$ cat config.mk
export PLATFORM = sky130hd
export DESIGN_NAME = clkdiv_pwrdn
export DESIGN_NICKNAME = d
export VERILOG_FILES = /design/src/rtl/clkdiv_pkg.sv /design/src/rtl/cd_sync.sv /design/src/rtl/cd_fbdiv.sv /design/src/rtl/cd_frame.sv /design/src/rtl/cd_chan.sv /design/src/rtl/clkdiv_pwrdn.sv
export SDC_FILE = /design/constraint.sdc
export NUM_CORES = 1
export LEC_CHECK = 0
export BUFFER_PORTS_ARGS = -buffer_cell sky130_fd_sc_hd__buf_2
export CAP_MARGIN = 0
export CORE_ASPECT_RATIO = 1.25
export CORE_MARGIN = 1.5
export CORE_UTILIZATION = 45
export CTS_BUF_LIST = sky130_fd_sc_hd__clkbuf_16
export CTS_CLUSTER_DIAMETER = 150
export DETAILED_ROUTE_END_ITERATION = 10
export PLACE_DENSITY = 0.6
export SLEW_MARGIN = 20
export SYNTH_ARGS = -nofsm -noshare
export SYNTH_HDL_FRONTEND = slang
export SYNTH_SLANG_ARGS = --single-unit
$ cat constraint.sdc
create_clock -name clk_fast -period 4 [get_ports clk_fast]
set_input_delay 0.4 -clock clk_fast [delete_from_list [all_inputs] [get_ports clk_fast]]
set_output_delay 0.4 -clock clk_fast [all_outputs]
set_load 0.05 [all_outputs]
$ cat src/rtl/clkdiv_pkg.sv
package clkdiv_pkg;

  localparam int SEL_W = 2;

  // base divisor for each 2-bit ratio code
  function automatic int base_div(input logic [SEL_W-1:0] code);
    case (code)
      2'd0:    return 2;
      2'd1:    return 4;
      2'd2:    return 8;
      default: return 12;
    endcase
  endfunction

  function automatic int gcd(input int a, input int b);
    int x;
    int y;
    int t;
    x = a;
    y = b;
    while (y != 0) begin
      t = x % y;
      x = y;
      y = t;
    end
    return x;
  endfunction

  // frame = least common multiple of every reachable divisor (doubled ones included)
  function automatic int frame_len();
    int l;
    l = 1;
    for (int c = 0; c < 4; c++) begin
      l = (l * base_div(SEL_W'(c))) / gcd(l, base_div(SEL_W'(c)));
    end
    return 2 * l;
  endfunction

endpackage

$ cat src/rtl/cd_sync.sv
module cd_sync #(
  parameter int W = 1
) (
  input  logic         clk,
  input  logic         rst,
  input  logic [W-1:0] d,
  output logic [W-1:0] q
);
  logic [W-1:0] meta_q;
  logic [W-1:0] sync_q;

  always_ff @(posedge clk) begin
    if (rst) begin
      meta_q <= '0;
      sync_q <= '0;
    end else begin
      meta_q <= d;
      sync_q <= meta_q;
    end
  end

  assign q = sync_q;
endmodule

$ cat src/rtl/cd_fbdiv.sv
module cd_fbdiv #(
  parameter int FB_DIV = 8
) (
  input  logic clk,
  input  logic rst,
  output logic fb
);
  localparam int FW   = (FB_DIV > 2) ? $clog2(FB_DIV) : 1;
  localparam int HALF = FB_DIV / 2;

  logic [FW-1:0] fbc_q;
  logic          fb_q;

  always_ff @(posedge clk) begin
    if (rst) begin
      fbc_q <= '0;
      fb_q  <= 1'b0;
    end else begin
      fbc_q <= (fbc_q == FW'(FB_DIV - 1)) ? '0 : fbc_q + 1'b1;
      fb_q  <= (fbc_q < FW'(HALF));
    end
  end

  assign fb = fb_q;

  // feedback rises only as a new period begins
  p_fb_rise_start_r2: assert property (@(posedge clk) disable iff (rst)
    $rose(fb_q) |-> (fbc_q == FW'(1)));
endmodule

$ cat src/rtl/cd_frame.sv
module cd_frame
  import clkdiv_pkg::*;
#(
  parameter int N_OUT = 4,
  parameter int CW    = 6,
  parameter int FRAME = 48
) (
  input  logic                     clk,
  input  logic                     rst,
  input  logic [SEL_W*N_OUT-1:0]   sel_s,
  input  logic                     half_s,
  output logic                     frame_end,
  output logic [N_OUT-1:0][CW-1:0] div_o
);
  localparam int FRW = $clog2(FRAME);

  logic [FRW-1:0]           fr_q;
  logic [SEL_W*N_OUT-1:0]   sel_q;
  logic                     half_q;

  assign frame_end = (fr_q == FRW'(FRAME - 1));

  always_ff @(posedge clk) begin
    if (rst) begin
      fr_q   <= '0;
      sel_q  <= '0;
      half_q <= 1'b0;
    end else begin
      fr_q <= frame_end ? '0 : fr_q + 1'b1;
      if (frame_end) begin
        sel_q  <= sel_s;
        half_q <= half_s;
      end
    end
  end

  for (genvar g = 0; g < N_OUT; g++) begin : g_div
    assign div_o[g] = half_q ? CW'(2 * base_div(sel_q[SEL_W*g +: SEL_W]))
                             : CW'(base_div(sel_q[SEL_W*g +: SEL_W]));
  end

  // applied configuration may only change as a new frame begins
  p_cfg_hold_r5: assert property (@(posedge clk) disable iff (rst)
    (fr_q != '0) |-> ($stable(sel_q) && $stable(half_q)));
endmodule

$ cat src/rtl/cd_chan.sv
module cd_chan #(
  parameter int CW = 6
) (
  input  logic          clk,
  input  logic          rst,
  input  logic          frame_end,
  input  logic [CW-1:0] div,
  input  logic          stop,
  output logic          out
);
  logic [CW-1:0] cnt_q;
  logic          en_q;
  logic          out_q;
  logic          last;
  logic [CW-1:0] half;

  assign half = div >> 1;
  assign last = (cnt_q == div - CW'(1));

  always_ff @(posedge clk) begin
    if (rst) begin
      cnt_q <= '0;
      en_q  <= 1'b1;
      out_q <= 1'b0;
    end else begin
      if (frame_end || last) cnt_q <= '0;
      else                   cnt_q <= cnt_q + 1'b1;
      if (last) en_q <= ~stop;
      out_q <= en_q & (cnt_q < half);
    end
  end

  assign out = out_q;

  // every channel period closes exactly at the frame end
  p_frame_align_r8: assert property (@(posedge clk) disable iff (rst)
    frame_end |-> last);

  // gating changes only at the close of a period
  p_gate_edge_r6: assert property (@(posedge clk) disable iff (rst)
    !$stable(en_q) |-> $past(cnt_q == div - CW'(1)));

  // a high phase only ever begins at a period start
  p_rise_start_r6: assert property (@(posedge clk) disable iff (rst)
    $rose(out_q) |-> (cnt_q == CW'(1)));
endmodule

$ cat src/rtl/clkdiv_pwrdn.sv
module clkdiv_pwrdn
  import clkdiv_pkg::*;
#(
  parameter int N_OUT  = 4,
  parameter int FB_DIV = 8
) (
  input  logic                   clk_fast,
  input  logic                   rst,
  input  logic                   half_rate,
  input  logic [2*N_OUT-1:0]     rate_sel,
  input  logic [N_OUT-1:0]       stop_mask,
  output logic                   fb_out,
  output logic [N_OUT-1:0]       div_out
);
  localparam int FRAME = frame_len();
  localparam int CW    = $clog2(FRAME);

  logic [2*N_OUT-1:0]     sel_s;
  logic                   half_s;
  logic [N_OUT-1:0]       stop_s;
  logic                   frame_end;
  logic [N_OUT-1:0][CW-1:0] div_w;

  cd_sync #(.W(2*N_OUT)) u_sync_sel (
    .clk(clk_fast), .rst(rst), .d(rate_sel), .q(sel_s));
  cd_sync #(.W(1)) u_sync_half (
    .clk(clk_fast), .rst(rst), .d(half_rate), .q(half_s));
  cd_sync #(.W(N_OUT)) u_sync_stop (
    .clk(clk_fast), .rst(rst), .d(stop_mask), .q(stop_s));

  cd_frame #(.N_OUT(N_OUT), .CW(CW), .FRAME(FRAME)) u_frame (
    .clk(clk_fast), .rst(rst), .sel_s(sel_s), .half_s(half_s),
    .frame_end(frame_end), .div_o(div_w));

  for (genvar g = 0; g < N_OUT; g++) begin : g_chan
    cd_chan #(.CW(CW)) u_chan (
      .clk(clk_fast), .rst(rst), .frame_end(frame_end),
      .div(div_w[g]), .stop(stop_s[g]), .out(div_out[g]));
  end

  cd_fbdiv #(.FB_DIV(FB_DIV)) u_fb (
    .clk(clk_fast), .rst(rst), .fb(fb_out));
endmodule

Word level (Yosys, flattened, before mapping)

Cells that the tools add are included.

Register bits after elaboration: 77
Latch bits: 0
Memory bits (writable): 0
Memory bits (read-only): 0
Bits of input ports: 15
Output and inout bits: 5
Word-level logic and storage cells: 82
Memories: 0

Add/subtract/negate cells: 10
Multipliers: 0
Divide/modulo/power cells: 0
Magnitude comparators: 5
Eq/ne operators: 14
Shifts and indexed selects: 0
Multiplexer cells: 8
Bitwise gates (word level): 8
Reductions and logical operators: 14

Operator list:

| kind                  | number |
|---|---|
| $pmux W4 S3           | 4 |
| $add A6 B1 Y6 const B | 5 |
| $eq A6 B6 Y1          | 4 |
| $lt A6 B4 Y1          | 4 |
| $sub A5 B1 Y6 const B | 4 |
| $mux W5               | 4 |
| $reduce_or A2 Y1      | 6 |
| $eq A2 B1 Y1 const B  | 4 |
| $eq A2 B2 Y1 const B  | 4 |
| $logic_not A2 Y1      | 4 |
| $eq A6 B6 Y1 const B  | 1 |
| $and A1 B1 Y1         | 4 |
| $logic_or A1 B1 Y1    | 4 |
| $not A1 Y1            | 4 |
| $add A3 B1 Y3 const B | 1 |
| $eq A3 B3 Y1 const B  | 1 |
| $lt A3 B3 Y1 const B  | 1 |

Logic depth before layout (Yosys ltp)

Gate-level depths: netlist of run 1.

Depth in word-level cells: 7
Gate-level depth with buffers: 9
Gate-level depth less buffers: 6

By module

Synthesis of run 1 repeated with hierarchy kept, for this count alone.

Cell total of the unflattened synthesis: 412
Area, all modules: 3,961.3 sq um

By module, submodules not included:

| module                | times used | cells each | area each (sq um) | sequential area each (sq um) |
|---|---|---|---|---|
| cd_chan               | 4          | 64         | 558.0             | 160.2 |
| cd_frame              | 1          | 93         | 873.3             | 300.3 |
| cd_sync (u_sync_sel)  | 1          | 33         | 464.2             | 320.3 |
| cd_sync (u_sync_stop) | 1          | 16         | 210.2             | 160.2 |
| cd_fbdiv              | 1          | 10         | 128.9             | 80.1 |
| cd_sync (u_sync_half) | 1          | 4          | 52.6              | 40.0 |

Least setup slack after synthesis of run 1

OpenSTA, ideal clock, no wires.

Path type: flip-flop to flip-flop
Start: register u_frame.half_q
End: register g_chan[0].u_chan.out_q
Setup time: 0.070 ns
Arrival: 1.753 ns
Required time: 3.930 ns
Path slack: 2.177 ns
Cell stages (with the launch flop): 9
Path buffers: 4
Period minus slack after synthesis: 1.823 ns
Cells stage by stage: dfxtp_1 > buf_6 > buf_6 > buf_2 > buf_1 > mux2i_1 > ha_1 > a21o_1 > a21oi_1

Longest elaborated chain between the ends: 3

RTL lines:

| element                  | RTL line       | RTL |
|---|---|---|
| start: declaration       | cd_frame.sv:19 | `logic half_q;` |
| start signal: assignment | cd_frame.sv:32 | `half_q <= half_s;` |
| $mux W5                  | cd_frame.sv:38 | `assign div_o[g] = half_q ? CW'(2 * base_div(sel_q[SEL_W*g +: SEL_W]))` |
| $lt A6 B4 Y1             | cd_chan.sv:29  | `out_q <= en_q & (cnt_q < half);` |
| $and A1 B1 Y1            | cd_chan.sv:29  |  |
| end signal: assignment   | cd_chan.sv:29  |  |
| end: declaration         | cd_chan.sv:13  | `logic out_q;` |

No other way between the ends.
A chain may end at the register's enable or synchronous reset.

Final worst setup path of run 1

Start: register u_frame.half_q
End: register g_chan[0].u_chan.en_q

Longest elaborated chain between the ends: 3

RTL lines:

| element                | RTL line       | RTL |
|---|---|---|
| $mux W5                | cd_frame.sv:38 |  |
| $sub A5 B1 Y6          | cd_chan.sv:18  | `assign last = (cnt_q == div - CW'(1));` |
| $eq A6 B6 Y1           | cd_chan.sv:18  |  |
| end signal: assignment | cd_chan.sv:28  | `if (last) en_q <= ~stop;` |
| end: declaration       | cd_chan.sv:12  | `logic en_q;` |

No other way between the ends.

==> impl_metrics.ini, run 1 <==
[grt]
grt_pass1_wl_mm = 9.83
grt.total_usage = 0.156
grt_pass1_vias = 2117
grt_max_degree = 38
overflow = 0
antenna_found_initial = 0

[clock_network]
cts_resized = 0
post-cts-setup-buffers = 0
path_clk_slew_ns = 0.06
clk_path_buf_depth = 2
numCtsBuffers = 9
cts_tree = yes
cts_num_sinks = 77
ctsHtreeMaxLevel = 3
cts_root_buf = clkbuf_16
clock_latency_ns = 0.33
hold_buffers = 0

[yosys]
synth_area_mm2 = 0.00346
avgSynthCellArea_um2 = 9.42
yosysMostFrequentCell = dfxtp_1
synth.top_cell.area_share = 0.446
synth_edf_count = 0
synthTopCellsByCount = dfxtp_1, nor2_1, nor2b_1
synth_area_leader_cell = dfxtp_1
postSynthCellCount = 367
ys_ff_latch = 77
synth_ff_type = dfxtp_1
synth_seq_area_share = 0.446
synth_nets = 397
synth.area.top_cells = dfxtp_1, nor2b_1, ha_1
synthArstFlopShare = 0
yosysWarningCount = 0
synth_cell_type_count = 44

[cells_and_area]
num-nets-final = 401
multi_input_area_mm2 = 0.00175
area_delta_synth_final_pct = 10.1
diodes = 0
layout-drive-gt1-share = 0.125
utilization = 0.514
postLayoutCellArea_mm2 = 0.00380
seq_area_mm2 = 0.00154
fillCellCount = 695

[placed_design]
place_worst_setup_slack_ns = 1.29
place_area_mm2 = 0.00352
dp_hpwl_mm = 3.89
place_congestion = 0.753
port_buffers = 19

[detailed_routing]
drt_iter0_drc = 82
viasPerCell = 5.09
drcViolationCount = 0
ant_nets = 0
finalWirelength_mm = 5.85
wire_per_inst_um = 12.5
first_pass_iters = 4
vias = 2384

[flow_run]
drv_cap = 0

[timing]
worst_slack_ns = 1.76
post-route-period-util = 0.561
finalMaxSlewViolations = 0
fin_skew_ns = 0.00509
rsz0062_at_grt = no
finalHoldViolations = 0
worst_pin_slew_ns = 1.00
max_freq_ghz = 0.446
setup_tns_ns = 0
setup_viol = 0
period_needed_ns = 2.24
slew_headroom = 0.328

[critical_path]
path_max_fanout = 37
critPathCaptureType = register
r2r_cells = 5
ff2ff_setup_slack_ns = 1.76
crit_arrival_ns = 2.50
critPathLaunchType = register
worstPathRequired_ns = 4.26
r2r-start = u_frame.half_q$_SDFFE_PP0P_
critPathLaunch = u_frame.half_q$_SDFFE_PP0P_
crit_end = g_chan[0].u_chan.en_q$_SDFFE_PP1N_
path_class = register to register
regToRegEndpoint = g_chan[0].u_chan.en_q$_SDFFE_PP1N_

[power_and_ir_drop]
power.density_mw_per_mm2 = 446
ir_drop_uv = 316
p_leak_nw = 1.49

[run_status]
status = finished, final reports clean

[floorplanning]
io_pins = 20
die-area_mm2 = 0.00822
start_util = 0.467
die_y_um = 101
core_mm2 = 0.00740
row_count = 35
die_w_um = 81.4

[hold_path]
min_path_type = input pin to register
-- sequential cells by signal, summed over array words and instances (netlist names) --
signal               flops
g_chan.u_chan.cnt_q     24
u_sync_stop.meta_q       4
u_frame.fr_q             6
u_frame.sel_q            8
u_fb.fbc_q               3
u_sync_half.meta_q       1
g_chan.u_chan.out        4
u_fb.fb                  1
u_sync_sel.q             8
u_sync_sel.meta_q        8
g_chan.u_chan.en_q       4
u_frame.half_q           1
u_sync_half.q            1
u_sync_stop.q            4
-- layout by cell type (no fill, tap or decap), drive strengths merged --
| master | synthesis | layout |
|---|---|---|
| a211o | 2 | 2 |
| a211oi | 4 | 4 |
| a21o | 4 | 4 |
| a21oi | 18 | 18 |
| a221oi | 1 | 1 |
| a31oi | 1 | 1 |
| and2 | 2 | 2 |
| and3 | 2 | 2 |
| and4b | 2 | 2 |
| buf | 16 | 20 |
| clkbuf | 11 | 9 |
| clkinv | 0 | 2 |
| clkinvlp | 0 | 2 |
| dfxtp | 77 | 77 |
| ha | 15 | 15 |
| inv | 3 | 6 |
| mux2i | 16 | 16 |
| nand2 | 14 | 14 |
| nand2b | 4 | 4 |
| nand3 | 15 | 15 |
| nand3b | 5 | 5 |
| nand4 | 1 | 1 |
| nand4b | 2 | 2 |
| nor2 | 45 | 45 |
| nor2b | 35 | 35 |
| nor3 | 11 | 11 |
| nor3b | 5 | 5 |
| nor4 | 6 | 6 |
| nor4bb | 2 | 2 |
| o21ai | 11 | 11 |
| o311a | 1 | 1 |
| o31ai | 4 | 4 |
| o32ai | 1 | 1 |
| or2 | 1 | 1 |
| or3 | 2 | 2 |
| or3b | 1 | 1 |
| or4 | 4 | 4 |
| xnor2 | 9 | 9 |
| xor2 | 14 | 14 |
-- power by group --
| group | internal (mW) | switching (mW) | total [mW] |
|---|---|---|---|
| clock | 0.428 | 0.329 | 0.757 |
| sequential | 0.799 | 0.0221 | 0.821 |
| combinational | 0.0499 | 0.0680 | 0.118 |
-- metal layers --
layer  share of wire  global-route usage
met1            0.48               0.195
met5               0                   0
met4          0.0074              0.0902
met3           0.031              0.0281
met2            0.48               0.247
-- cells by family (layout without fill, tap and decap cells) --
logic type               after synthesis  in the layout  share of synthesized area
XOR/XNOR                              23             23                     0.0583
buffers and inverters                 30             39                     0.0492
AND/OR/NAND/NOR                      159            159                      0.251
AO/OA/AOI/OAI                         47             47                     0.0948
adder cells (fa/ha/maj)               15             15                     0.0543
flip-flops                            77             77                      0.446
multiplexers                          16             16                     0.0463
-- final cells by class --
type	count	area share
Clock buffer	9	0.0592
Multi-Input combinational cell	260	0.460
Inverter	3	0.00296
Timing Repair Buffer	20	0.0270
Sequential cell	77	0.405
Tap cell	92	0.0303
Clock inverter	7	0.0151
-- worst max-delay path, stage by stage, from the launching register on --
cell	delay, ns
dfxtp_2	0.74
inv_1	0.31
nor4_1	0.33
o31ai_1	0.16
a211oi_4	0.40
mux2i_1	0.22
-- worst min path at each step --
stage                                     startpoint                               to  cells after the start
finish                                   rate_sel[6]  u_sync_sel.meta_q[6]$_SDFF_PP0_                      2
CTS                                      rate_sel[6]  u_sync_sel.meta_q[6]$_SDFF_PP0_                      2
global placement            u_fb.fbc_q[0]$_SDFF_PP0_         u_fb.fbc_q[0]$_SDFF_PP0_                      1
floorplan                   u_fb.fbc_q[2]$_SDFF_PP0_               u_fb.fb$_SDFF_PP0_                      1
detailed placement  u_sync_stop.meta_q[1]$_SDFF_PP0_      u_sync_stop.q[1]$_SDFF_PP0_                      1
global route                             rate_sel[5]  u_sync_sel.meta_q[5]$_SDFF_PP0_                      2
-- per-stage QoR --
step | std cells | total power [mW] | hold WS, ns
after global placement | 452 | 0.956 | 0.417
after CTS | 468 | 1.72 | 0.264
after global routing | 468 | 1.76 | 0.274
after floorplan | 367 | 0.933 | 0.399
final | 468 | 1.70 | 0.276
after detailed placement | 452 | 0.958 | 0.420
Note: power is estimated with default switching activity, not from simulation.
==> run 2: changes to the inputs <==
PLACE_DENSITY = 0.62   (was 0.6)
clock period = 2 ns   (was 4 ns; I/O delays follow)
==> run 2 against run 1 <==
Against the previous run: clock-buffer cell count unchanged; power grew 110%; die area did not move; non-clock buffer count increased by 11; cell count rose by 2.4%; first-iteration DRC count grew 34%; flip-flop and latch count unchanged; clock skew increased by 0.0025 ns; largest power group unchanged; global-route usage grew 0.97 points; critical path depth up 1; final area rose by 3.3%.
==> impl_metrics.ini, run 2 (synthesized netlist as in run 1, its figures left out) <==
[floorplanning]
io_pins = 20
core_mm2 = 0.00740
die_w_um = 81.4
die-area_mm2 = 0.00822
start_util = 0.467
die_y_um = 101
row_count = 35

[cells_and_area]
final_common_cell = dfxtp_1
fillCellCount = 672
largest_reg_flops = 24
seq_area_mm2 = 0.00154
utilization = 0.531
multi_input_area_mm2 = 0.00175
layout-drive-gt1-share = 0.145
largest_register = g_chan.u_chan.cnt_q
area_delta_synth_final_pct = 13.6
final_cell_mix = dfxtp_1, nor2_1, nor2b_1, buf_2, a21oi_1
diodes = 0
num-nets-final = 412

[grt]
grt_pass1_vias = 2314
overflow = 0
use_met1 = 0.205
grt_util_met2 = 0.277
grt-busiest-layer = met2
grt_pass1_wl_mm = 10.5
grt_max_degree = 50
antenna_found_initial = 0
grt.total_usage = 0.166
met3_usage = 0.0271

[detailed_routing]
drt_iter0_drc = 110
finalWirelength_mm = 6.03
vias = 2473
wire_per_inst_um = 12.6
viasPerCell = 5.16
first_pass_iters = 4
drcViolationCount = 0
ant_nets = 0

[clock_network]
clock_latency_ns = 0.33
ctsHtreeMaxLevel = 3
numCtsBuffers = 9
hold_buffers = 0
cts_root_buf = clkbuf_16
cts_resized = 0
cts_tree = yes
clk_path_buf_depth = 2
path_clk_slew_ns = 0.06
post-cts-setup-buffers = 0
cts_num_sinks = 77

[timing]
post-route-period-util = 0.921
worst_pin_slew_ns = 0.448
finalMaxSlewViolations = 0
setup_tns_ns = 0
setup_viol = 0
finalHoldViolations = 0
fin_skew_ns = 0.00754
worst_slack_ns = 0.159
holdWs_ns = 0.0794
period_needed_ns = 1.84
max_freq_ghz = 0.543
slew_headroom = 0.700
rsz0062_at_grt = no

[critical_path]
crit_end = g_chan[0].u_chan.en_q$_SDFFE_PP1N_
path_delay_family = compound AO/OA/AOI/OAI gates
crit_arrival_ns = 2.10
worstPathRequired_ns = 2.26
crit_chain = buf_12 > inv_1 > nor4_1 > o31ai_1 > a211oi_4 > mux2i_1
critPathCaptureType = register
critPathLaunchType = register
r2r_cells = 6
cp_num_cells = 6
critPathSlowestCell = a211oi_4
ff2ff_setup_slack_ns = 0.16
critPathLaunch = u_frame.half_q$_SDFFE_PP0P_
r2r-start = u_frame.half_q$_SDFFE_PP0P_
max_stage_delay_ns = 0.39
path_max_fanout = 29
path_buf_inv = 2
regToRegEndpoint = g_chan[0].u_chan.en_q$_SDFFE_PP1N_
path_class = register to register

[power_and_ir_drop]
p_leak_nw = 1.57
combPwrFrac = 0.069
power_switching_uw = 820
cellInternalPower_mw = 2.67
p_sw_frac = 0.235
ir_drop_uv = 707
power.density_mw_per_mm2 = 889
seqPwrFrac = 0.470
pwr-share-clk = 0.461

[placed_design]
place_worst_setup_slack_ns = 0.172
dp_hpwl_mm = 4.15
place_congestion = 0.759
port_buffers = 19

[hold_path]
min_path_type = input pin to register

[run_status]
status = finished, final reports clean

[flow_run]
drv_cap = 0
[run 2: metrics by stage]
stage / cell area (um^2) / power, mW / std cells
2_1_floorplan: 3460 / 1.87 / 367
3_3_place_gp: 3630 / 1.92 / 463
3_5_place_dp: 3630 / 1.92 / 463
4_1_cts: 3930 / 3.54 / 479
5_1_grt: 3930 / 3.64 / 479
6_report: 3930 / 3.49 / 479
[run 2: final cells by class]
type | count | area share
Clock buffer | 9 | 0.0573
Clock inverter | 7 | 0.0191
Inverter | 3 | 0.00287
Multi-Input combinational cell | 260 | 0.446
Sequential cell | 77 | 0.392
Tap cell | 92 | 0.0293
Timing Repair Buffer | 31 | 0.0535
[run 2: metal layers]
| layer | up-vias | part of all wire | wire length [um] |
|---|---|---|---|
| met5 | - | 0 | 0 |
| met3 | 9 | 0.026 | 159 |
| li1 | 1286 | - | - |
| met2 | 33 | 0.49 | 2930 |
| met4 | 0 | 0.019 | 114 |
| met1 | 1145 | 0.47 | 2820 |
[run 2: worst min path at each step]
stage               cells past startpoint                                to  slack [ns]                startpoint
finish                                  2   u_sync_sel.meta_q[2]$_SDFF_PP0_        0.08               rate_sel[2]
global route                            2   u_sync_sel.meta_q[6]$_SDFF_PP0_        0.09               rate_sel[6]
CTS                                     2   u_sync_sel.meta_q[6]$_SDFF_PP0_        0.07               rate_sel[6]
detailed placement                      2  u_sync_stop.meta_q[0]$_SDFF_PP0_        0.41              stop_mask[0]
global placement                        1                u_fb.fb$_SDFF_PP0_        0.41  u_fb.fbc_q[2]$_SDFF_PP0_
floorplan                               1     u_sync_half.meta_q$_SDFF_PP0_        0.33                 half_rate
[run 2: power groups by stage]
stage               clock, mW  sequential [mW]  combinational (mW)
global route             1.72             1.65               0.273
CTS                      1.65             1.64               0.247
detailed placement          0             1.68               0.245
finish                   1.61             1.64               0.243
global placement            0             1.68               0.241
floorplan                   0             1.67               0.200
